### src/rtl/nvm_pkg.sv
package nvm_pkg;
   localparam logic [15:0] CMD_KEY   = 16'hA442;
   localparam logic [7:0]  OFF_ADDR  = 8'h00;
   localparam logic [7:0]  OFF_DATA  = 8'h04;
   localparam logic [7:0]  OFF_CMD   = 8'h08;
   localparam logic [7:0]  OFF_RAW   = 8'h0C;
   localparam logic [7:0]  OFF_MASK  = 8'h10;
   localparam logic [7:0]  OFF_MSK   = 8'h14;
   localparam logic [7:0]  OFF_RDPR  = 8'h30;
   localparam logic [7:0]  OFF_PGPR  = 8'h34;
   localparam logic [7:0]  OFF_USEC  = 8'h40;
   localparam int          EVT_N     = 2;
   localparam int          EVT_DONE  = 0;
   localparam int          EVT_FAULT = 1;

   typedef struct packed {
      logic merase;
      logic perase;
      logic prog;
   } op_t;
endpackage

### src/rtl/nvm_prot_bank.sv
module nvm_prot_bank #(
   parameter int W = 16
) (
   input  logic         clk,
   input  logic         rst_n,
   input  logic         we,
   input  logic [W-1:0] wdata,
   output logic [W-1:0] q
);
   for (genvar i = 0; i < W; i++) begin : g_bit
      always_ff @(posedge clk or negedge rst_n) begin
         if (!rst_n)
            q[i] <= 1'b1;
         else if (we && !wdata[i])
            q[i] <= 1'b0;
      end
   end
endmodule

### src/rtl/nvm_seq.sv
module nvm_seq
   import nvm_pkg::*;
#(
   parameter int ADDR_W     = 17,
   parameter int DATA_W     = 32,
   parameter int PROT_BITS  = 16,
   parameter int PAGE_BYTES = 1024
) (
   input  logic              clk,
   input  logic              rst_n,
   input  logic              cmd_we,
   input  logic [15:0]       cmd_key,
   input  op_t               cmd_req,
   input  logic [ADDR_W-1:0] addr_q,
   input  logic [DATA_W-1:0] data_q,
   input  logic [PROT_BITS-1:0] pgprot,
   input  logic              fl_done,
   output op_t               cmd_bits,
   output op_t               strobe,
   output logic [ADDR_W-1:0] fl_addr,
   output logic [DATA_W-1:0] fl_wdata,
   output logic              evt_done,
   output logic              evt_fault
);
   localparam int REG_W  = $clog2(PROT_BITS);
   localparam int PAGE_W = $clog2(PAGE_BYTES);

   logic busy, key_ok, single, needs_prot, prot_ok, accept, launch;
   logic [REG_W-1:0]  region;
   logic [ADDR_W-1:0] launch_addr;

   assign busy       = |cmd_bits;
   assign key_ok     = (cmd_key == CMD_KEY);
   assign single     = $onehot(cmd_req);
   assign region     = addr_q[ADDR_W-1 -: REG_W];
   assign needs_prot = cmd_req.prog | cmd_req.perase;
   assign prot_ok    = pgprot[region];
   assign accept     = cmd_we && key_ok && !busy && single;
   assign evt_fault  = accept && needs_prot && !prot_ok;
   assign launch     = accept && !evt_fault;
   assign evt_done   = busy && fl_done;

   always_comb begin
      launch_addr = '0;
      if (cmd_req.perase)
         launch_addr = {addr_q[ADDR_W-1:PAGE_W], {PAGE_W{1'b0}}};
      else if (cmd_req.prog)
         launch_addr = {addr_q[ADDR_W-1:2], 2'b00};
   end

   always_ff @(posedge clk or negedge rst_n) begin
      if (!rst_n) begin
         cmd_bits <= '0;
         strobe   <= '0;
         fl_addr  <= '0;
         fl_wdata <= '0;
      end else begin
         strobe <= launch ? cmd_req : '0;
         if (launch) begin
            cmd_bits <= cmd_req;
            fl_addr  <= launch_addr;
            fl_wdata <= data_q;
         end else if (evt_done) begin
            cmd_bits <= '0;
         end
      end
   end
endmodule

### src/rtl/nvm_irq.sv
module nvm_irq #(
   parameter int N       = 2,
   parameter bit IRQ_REG = 1'b0
) (
   input  logic         clk,
   input  logic         rst_n,
   input  logic [N-1:0] set,
   input  logic         clr_we,
   input  logic [N-1:0] clr_data,
   input  logic         mask_we,
   input  logic [N-1:0] mask_wdata,
   output logic [N-1:0] raw,
   output logic [N-1:0] mask,
   output logic [N-1:0] masked,
   output logic         irq
);
   for (genvar i = 0; i < N; i++) begin : g_src
      always_ff @(posedge clk or negedge rst_n) begin
         if (!rst_n)
            raw[i] <= 1'b0;
         else if (set[i])
            raw[i] <= 1'b1;
         else if (clr_we && clr_data[i])
            raw[i] <= 1'b0;
      end
   end

   always_ff @(posedge clk or negedge rst_n) begin
      if (!rst_n)
         mask <= '0;
      else if (mask_we)
         mask <= mask_wdata;
   end

   assign masked = raw & mask;

   if (IRQ_REG) begin : g_irq_ff
      always_ff @(posedge clk or negedge rst_n) begin
         if (!rst_n)
            irq <= 1'b0;
         else
            irq <= |masked;
      end
   end else begin : g_irq_comb
      assign irq = |masked;
   end
endmodule

### src/rtl/nvm_ctrl_top.sv
module nvm_ctrl_top
   import nvm_pkg::*;
#(
   parameter int ADDR_W     = 17,
   parameter int DATA_W     = 32,
   parameter int PROT_BITS  = 16,
   parameter int PAGE_BYTES = 1024,
   parameter int USEC_W     = 8,
   parameter int USEC_RST   = 8'h31,
   parameter bit IRQ_REG    = 1'b0
) (
   input  logic              clk,
   input  logic              rst_n,
   input  logic              bus_we,
   input  logic [7:0]        bus_addr,
   input  logic [31:0]       bus_wdata,
   output logic [31:0]       bus_rdata,
   output logic [ADDR_W-1:0] fl_addr,
   output logic [DATA_W-1:0] fl_wdata,
   output logic              fl_prog,
   output logic              fl_perase,
   output logic              fl_merase,
   input  logic              fl_done,
   output logic              irq
);
   if (ADDR_W > 32 || ADDR_W <= $clog2(PAGE_BYTES)) begin : g_bad_addr
      $error("nvm_ctrl_top: ADDR_W must exceed page bits and fit 32");
   end
   if (DATA_W != 32) begin : g_bad_data
      $error("nvm_ctrl_top: DATA_W must be 32");
   end
   if (PROT_BITS < 2 || PROT_BITS > 32 || (PROT_BITS & (PROT_BITS - 1)) != 0) begin : g_bad_prot
      $error("nvm_ctrl_top: PROT_BITS must be a power of two in 2..32");
   end
   if (USEC_W < 1 || USEC_W > 32) begin : g_bad_usec
      $error("nvm_ctrl_top: USEC_W out of range");
   end

   logic [ADDR_W-1:0]    addr_q;
   logic [DATA_W-1:0]    data_q;
   logic [USEC_W-1:0]    usec_q;
   logic [PROT_BITS-1:0] rdprot, pgprot;
   logic [EVT_N-1:0]     raw, mask, masked;
   op_t                  cmd_bits, strobe;
   logic                 evt_done, evt_fault;

   logic we_addr, we_data, we_cmd, we_mask, we_msk, we_rdpr, we_pgpr, we_usec;
   assign we_addr = bus_we && bus_addr == OFF_ADDR;
   assign we_data = bus_we && bus_addr == OFF_DATA;
   assign we_cmd  = bus_we && bus_addr == OFF_CMD;
   assign we_mask = bus_we && bus_addr == OFF_MASK;
   assign we_msk  = bus_we && bus_addr == OFF_MSK;
   assign we_rdpr = bus_we && bus_addr == OFF_RDPR;
   assign we_pgpr = bus_we && bus_addr == OFF_PGPR;
   assign we_usec = bus_we && bus_addr == OFF_USEC;

   always_ff @(posedge clk or negedge rst_n) begin
      if (!rst_n) begin
         addr_q <= '0;
         data_q <= '0;
         usec_q <= USEC_W'(USEC_RST);
      end else begin
         if (we_addr) addr_q <= bus_wdata[ADDR_W-1:0];
         if (we_data) data_q <= bus_wdata;
         if (we_usec) usec_q <= bus_wdata[USEC_W-1:0];
      end
   end

   nvm_prot_bank #(.W(PROT_BITS)) u_rdprot (
      .clk(clk), .rst_n(rst_n), .we(we_rdpr),
      .wdata(bus_wdata[PROT_BITS-1:0]), .q(rdprot)
   );

   nvm_prot_bank #(.W(PROT_BITS)) u_pgprot (
      .clk(clk), .rst_n(rst_n), .we(we_pgpr),
      .wdata(bus_wdata[PROT_BITS-1:0]), .q(pgprot)
   );

   nvm_seq #(
      .ADDR_W(ADDR_W), .DATA_W(DATA_W),
      .PROT_BITS(PROT_BITS), .PAGE_BYTES(PAGE_BYTES)
   ) u_seq (
      .clk(clk), .rst_n(rst_n),
      .cmd_we(we_cmd), .cmd_key(bus_wdata[31:16]), .cmd_req(op_t'(bus_wdata[2:0])),
      .addr_q(addr_q), .data_q(data_q), .pgprot(pgprot),
      .fl_done(fl_done),
      .cmd_bits(cmd_bits), .strobe(strobe),
      .fl_addr(fl_addr), .fl_wdata(fl_wdata),
      .evt_done(evt_done), .evt_fault(evt_fault)
   );

   assign fl_prog   = strobe.prog;
   assign fl_perase = strobe.perase;
   assign fl_merase = strobe.merase;

   logic [EVT_N-1:0] evt_set;
   always_comb begin
      evt_set            = '0;
      evt_set[EVT_DONE]  = evt_done;
      evt_set[EVT_FAULT] = evt_fault;
   end

   nvm_irq #(.N(EVT_N), .IRQ_REG(IRQ_REG)) u_irq (
      .clk(clk), .rst_n(rst_n),
      .set(evt_set),
      .clr_we(we_msk), .clr_data(bus_wdata[EVT_N-1:0]),
      .mask_we(we_mask), .mask_wdata(bus_wdata[EVT_N-1:0]),
      .raw(raw), .mask(mask), .masked(masked), .irq(irq)
   );

   always_comb begin
      case (bus_addr)
         OFF_ADDR: bus_rdata = 32'(addr_q);
         OFF_DATA: bus_rdata = 32'(data_q);
         OFF_CMD:  bus_rdata = 32'(cmd_bits);
         OFF_RAW:  bus_rdata = 32'(raw);
         OFF_MASK: bus_rdata = 32'(mask);
         OFF_MSK:  bus_rdata = 32'(masked);
         OFF_RDPR: bus_rdata = 32'(rdprot);
         OFF_PGPR: bus_rdata = 32'(pgprot);
         OFF_USEC: bus_rdata = 32'(usec_q);
         default:  bus_rdata = '0;
      endcase
   end
endmodule

### config.mk
export PLATFORM = sky130hd
export DESIGN_NAME = nvm_ctrl_top
export DESIGN_NICKNAME = d
export VERILOG_FILES = /design/src/rtl/nvm_pkg.sv /design/src/rtl/nvm_prot_bank.sv /design/src/rtl/nvm_seq.sv /design/src/rtl/nvm_irq.sv /design/src/rtl/nvm_ctrl_top.sv
export SDC_FILE = /design/constraint.sdc
export NUM_CORES = 1
export LEC_CHECK = 0
export BUFFER_PORTS_ARGS = -buffer_cell sky130_fd_sc_hd__buf_2
export CAP_MARGIN = 20
export CORE_ASPECT_RATIO = 0.5
export CORE_MARGIN = 1.5
export CORE_UTILIZATION = 55
export CTS_BUF_LIST = sky130_fd_sc_hd__clkbuf_4
export DETAILED_ROUTE_END_ITERATION = 12
export HOLD_SLACK_MARGIN = 0.08
export PLACE_DENSITY = 0.79
export SYNTH_ARGS = -nofsm -noshare
export SYNTH_HDL_FRONTEND = slang
export SYNTH_HIERARCHICAL = 1
export SYNTH_SLANG_ARGS = --single-unit
### constraint.sdc
create_clock -name clk -period 2.7 [get_ports clk]
set_clock_uncertainty 0.05 [all_clocks]
set_input_delay 0.135 -clock clk [delete_from_list [all_inputs] [get_ports clk]]
set_output_delay 0.135 -clock clk [all_outputs]
set_load 0.01 [all_outputs]
==> qor.csv <==
stage,metric,value,unit
outcome,outcome,"finished, final reports clean",
clock_network,Worst-path clk slew,130,ps
yosys,ys flop type,dfrtp_1,
yosys,share of Yosys cell area claimed by the top area cell type,0.408,
timing,"Slew Viols, Final",0,
timing,Slew Limit Headroom,0.536,
global_routing,antenna violations before repair,0,
detailed_routing,1st-iter DRT viols,426,
cells_and_area,nets,746,
timing,RSZ-0062 raised after global routing,false,
yosys,Post-synth ARST share,1.00,
place,placed inst area,0.00768,mm²
timing,Final Hold Fails,0,
timing,crit path time final,2540,ps
detailed_routing,via count,4967,
global_routing,first-pass GRT wire length,26600,µm
timing,fmax,393,MHz
floorplanning,Die W,160,µm
yosys,"EDFF count, synth",0,
pwr,VDD IR max,0.258,mV
critical_path,Critical-path top delay cell,mux4_2,
cells_and_area,Antenna diodes,0,
pwr,Pwr per Cell Area,472,mW/mm²
floorplanning,Ports,129,
floorplanning,Die H,81.6,µm
yosys,#FFs+latches synth,146,
place,gpl congestion,0.890,
critical_path,CP max FO,19,
clock_network,TritonCTS buffer count,17,
clock_network,CTS tree,done,
critical_path,Critical Path AT,2910,ps
yosys,Post-Syn Area,0.00680,mm²
floorplanning,cell row count,28,
cells_and_area,"Cell Count, Final, Fillers Out",879,
clock_network,clock latency on the worst-skew pair,530,ps
yosys,YS warnings,6,
yosys,Synth area leader,dfrtp_1,
detailed_routing,met2 WL,7760,µm
detailed_routing,DRT antenna net count,0,
clock_network,clock sinks,146,
clock_network,htree depth,4,
yosys,ranking of synthesized cells by area,"dfrtp_1 41%, dfstp_2 14%, mux2_2 8.4%, mux2_1 5.0%, mux2i_1 4.0%",
global_routing,largest net degree at the start of global routing,65,
yosys,number of distinct library cells after synthesis,53,
yosys,mean area per synthesized cell,13.0,µm²
detailed_routing,Pre-antenna DRT Iters,4,
pwr,Pleak,4.35,nW
floorplanning,die area,0.0131,mm²
critical_path,required time of the critical path,3070,ps
timing,period utilisation layout,0.941,
detailed_routing,max layer used,met4,
yosys,register area share after synthesis,0.544,
yosys,Cells after Synth,522,
floorplanning,Placeable Area,0.0119,mm²
hold_path,worst min path class,input pin to flip-flop,
floorplanning,Starting Density,0.569,
cells_and_area,proportion of layout cells with a drive suffix above 1,0.441,
clock_network,CTS Buffer Depth,2,
global_routing,number of global-route vias before repair,5029,
place,IO Port Bufs,126,
critical_path,Worst R2R Path Depth,5,
detailed_routing,DR WL/cell,19.1,µm
timing,Final setup viols,0,
detailed_routing,DR WL met3,961,µm
detailed_routing,met1 WL,7900,µm
place,post-DP HPWL,10900,µm
timing,worst slew pin tran,691,ps
detailed_routing,Final Routed Wirelength,16800,µm
cells_and_area,area delta synth->final,22.9,%
critical_path,WS Path Type,flip-flop to flip-flop,
clock_network,Root Driver,clkbuf_4,
flow_run,max_cap viols,0,
global_routing,GRT Residual Overflow,0,
critical_path,Crit. End Element,flip-flop,
cells_and_area,fin area,0.00835,mm²
hold_path,WHS Path Cells,6,
critical_path,crit start category,flip-flop,
global_routing,Total GRT Usage,0.269,
clock_network,post-CTS setup buffers,0,
critical_path,CP cell instances,"mux4_2, o22ai_1, a211o_2, buf_4, mux2_2",
place,Inst Count DP,808,
detailed_routing,# DRC,0,
detailed_routing,drt via density,5.65,
critical_path,crit-path max cell delay,560,ps
[worst max-delay path, delay by kind of cell (launching register included)]
family | cells | cell delay, ps
compound gates | 2 | 600
mux | 2 | 930
buf+inv | 1 | 280
flops | 1 | 530
[final cells by class]
type                    count  area, µm²
repair buffers            188       1250
inverters                  36        135
multi-input cells         312       2800
clock inverters             9       92.6
well taps                 165        206
fillers                   855       3590
clock buffers              23        173
flip-flops and latches    146       3700
[cell families (layout without fill, tap and decap cells)]
| kind of cell | count (synthesis) | in the layout | synth area share |
|---|---|---|---|
| compound gates | 98 | 98 | 0.121 |
| flops | 146 | 146 | 0.544 |
| mux | 121 | 121 | 0.206 |
| fa+ha+maj | 1 | 1 | 0.00294 |
| other cells | 1 | 2 | 0.000551 |
| buf+inv | 65 | 256 | 0.0477 |
| simple gates | 90 | 90 | 0.0780 |
[cells in the final DEF (no fill, tap or decap), types with 5 or more instances in the layout]
cell type      netlist  layout
nor2_1              22      22
dfstp_2             35      35
nand2_1             10      10
o22a_1               5       5
a22oi_1              9       9
a21boi_2            20      20
o21a_1               5       5
dlygate4sd3_1        0      38
clkinv_2             0       5
and2_1              17      17
buf_2               12     125
mux2_2              51      51
a221oi_1             5       5
nand3_1              8       8
mux2_1              30      30
a22o_1              14      14
inv_1               36      36
clkbuf_4             0      23
a21boi_0            12      12
mux2i_1             27      27
dfrtp_1            111     111
nor3_1               6       6
buf_4                5      20
mux2_4              10      10
o21ai_0              9       9
[synthesized netlist by cell type, drive strengths merged, types with 4 or more instances]
cell type,instances
dfrtp,111
mux2,91
inv,36
dfstp,35
a21boi,32
mux2i,27
buf,23
nor2,22
and2,18
a22o,14
nand2,12
a22oi,9
o21ai,9
nand3,8
clkbuf,6
nor3,6
a221oi,5
and3,5
o21a,5
o22a,5
a21o,4
a32o,4
nor4b,4
or2,4
[metrics by stage]
| stage | setup TNS, ps | setup WS, ps | total power [W] | util | hold WS, ps |
|---|---|---|---|---|---|
| floorplan | 0 | 299 | 0.00242 | - | -211 |
| global placement | -1150 | -128 | 0.00257 | 0.643 | 50.8 |
| detailed placement | -1760 | -141 | 0.00258 | 0.643 | 54.0 |
| CTS | 0 | 36.7 | 0.00396 | 0.698 | 84.3 |
| global route | 0 | 68.4 | 0.00409 | 0.699 | 127 |
| finish | 0 | 158 | 0.00394 | 0.699 | 114 |
[state kept, by name, summed over array words and instances (netlist names)]
signal	flops
data_q	32
u_seq/fl_wdata	32
addr_q	17
u_pgprot/q	16
u_rdprot/q	16
u_seq/fl_addr	15
usec_q	8
u_seq/cmd_bits	3
u_seq/strobe	3
u_irq/mask	2
u_irq/raw	2
[routing by layer]
metal,track usage,vias up
met1,0.367,2556
met3,0.0510,18
li1,-,2219
met5,0,-
met4,0.0916,0
met2,0.442,174
[worst paths after layout]
| kind | from | end | slack, ps |
|---|---|---|---|
| max | addr_q[14]$_DFFE_PN0P_ | u_seq/fl_wdata[3]$_DFFE_PN0P_ | 160 |
| min | bus_addr[7] | u_irq/raw[0]$_DFFE_PN0P_ | 110 |
| max reg2reg | addr_q[14]$_DFFE_PN0P_ | u_seq/fl_wdata[3]$_DFFE_PN0P_ | 160 |
| min reg2reg | u_rdprot/q[10]$_DFFE_PN1P_ | u_rdprot/q[10]$_DFFE_PN1P_ | 440 |
| max in group asynchronous | rst_n | data_q[20]$_DFFE_PN0P_ | 1980 |
| min in group asynchronous | rst_n | u_rdprot/q[11]$_DFFE_PN1P_ | 140 |
[timing repair]
item	CTS	global route
hold endpoints to repair	219	0
endpoints found under the setup margin	14	22
resized for setup	1	2
hold buffers	39	0
[report_power, final]
group | switching [W] | internal, W
Combinational | 0.000174 | 0.000147
Sequential | 0.0000350 | 0.00223
Clock | 0.000757 | 0.000599
Total | 0.000966 | 0.00298
No activity file was read; power rests on OpenSTA's default activity.
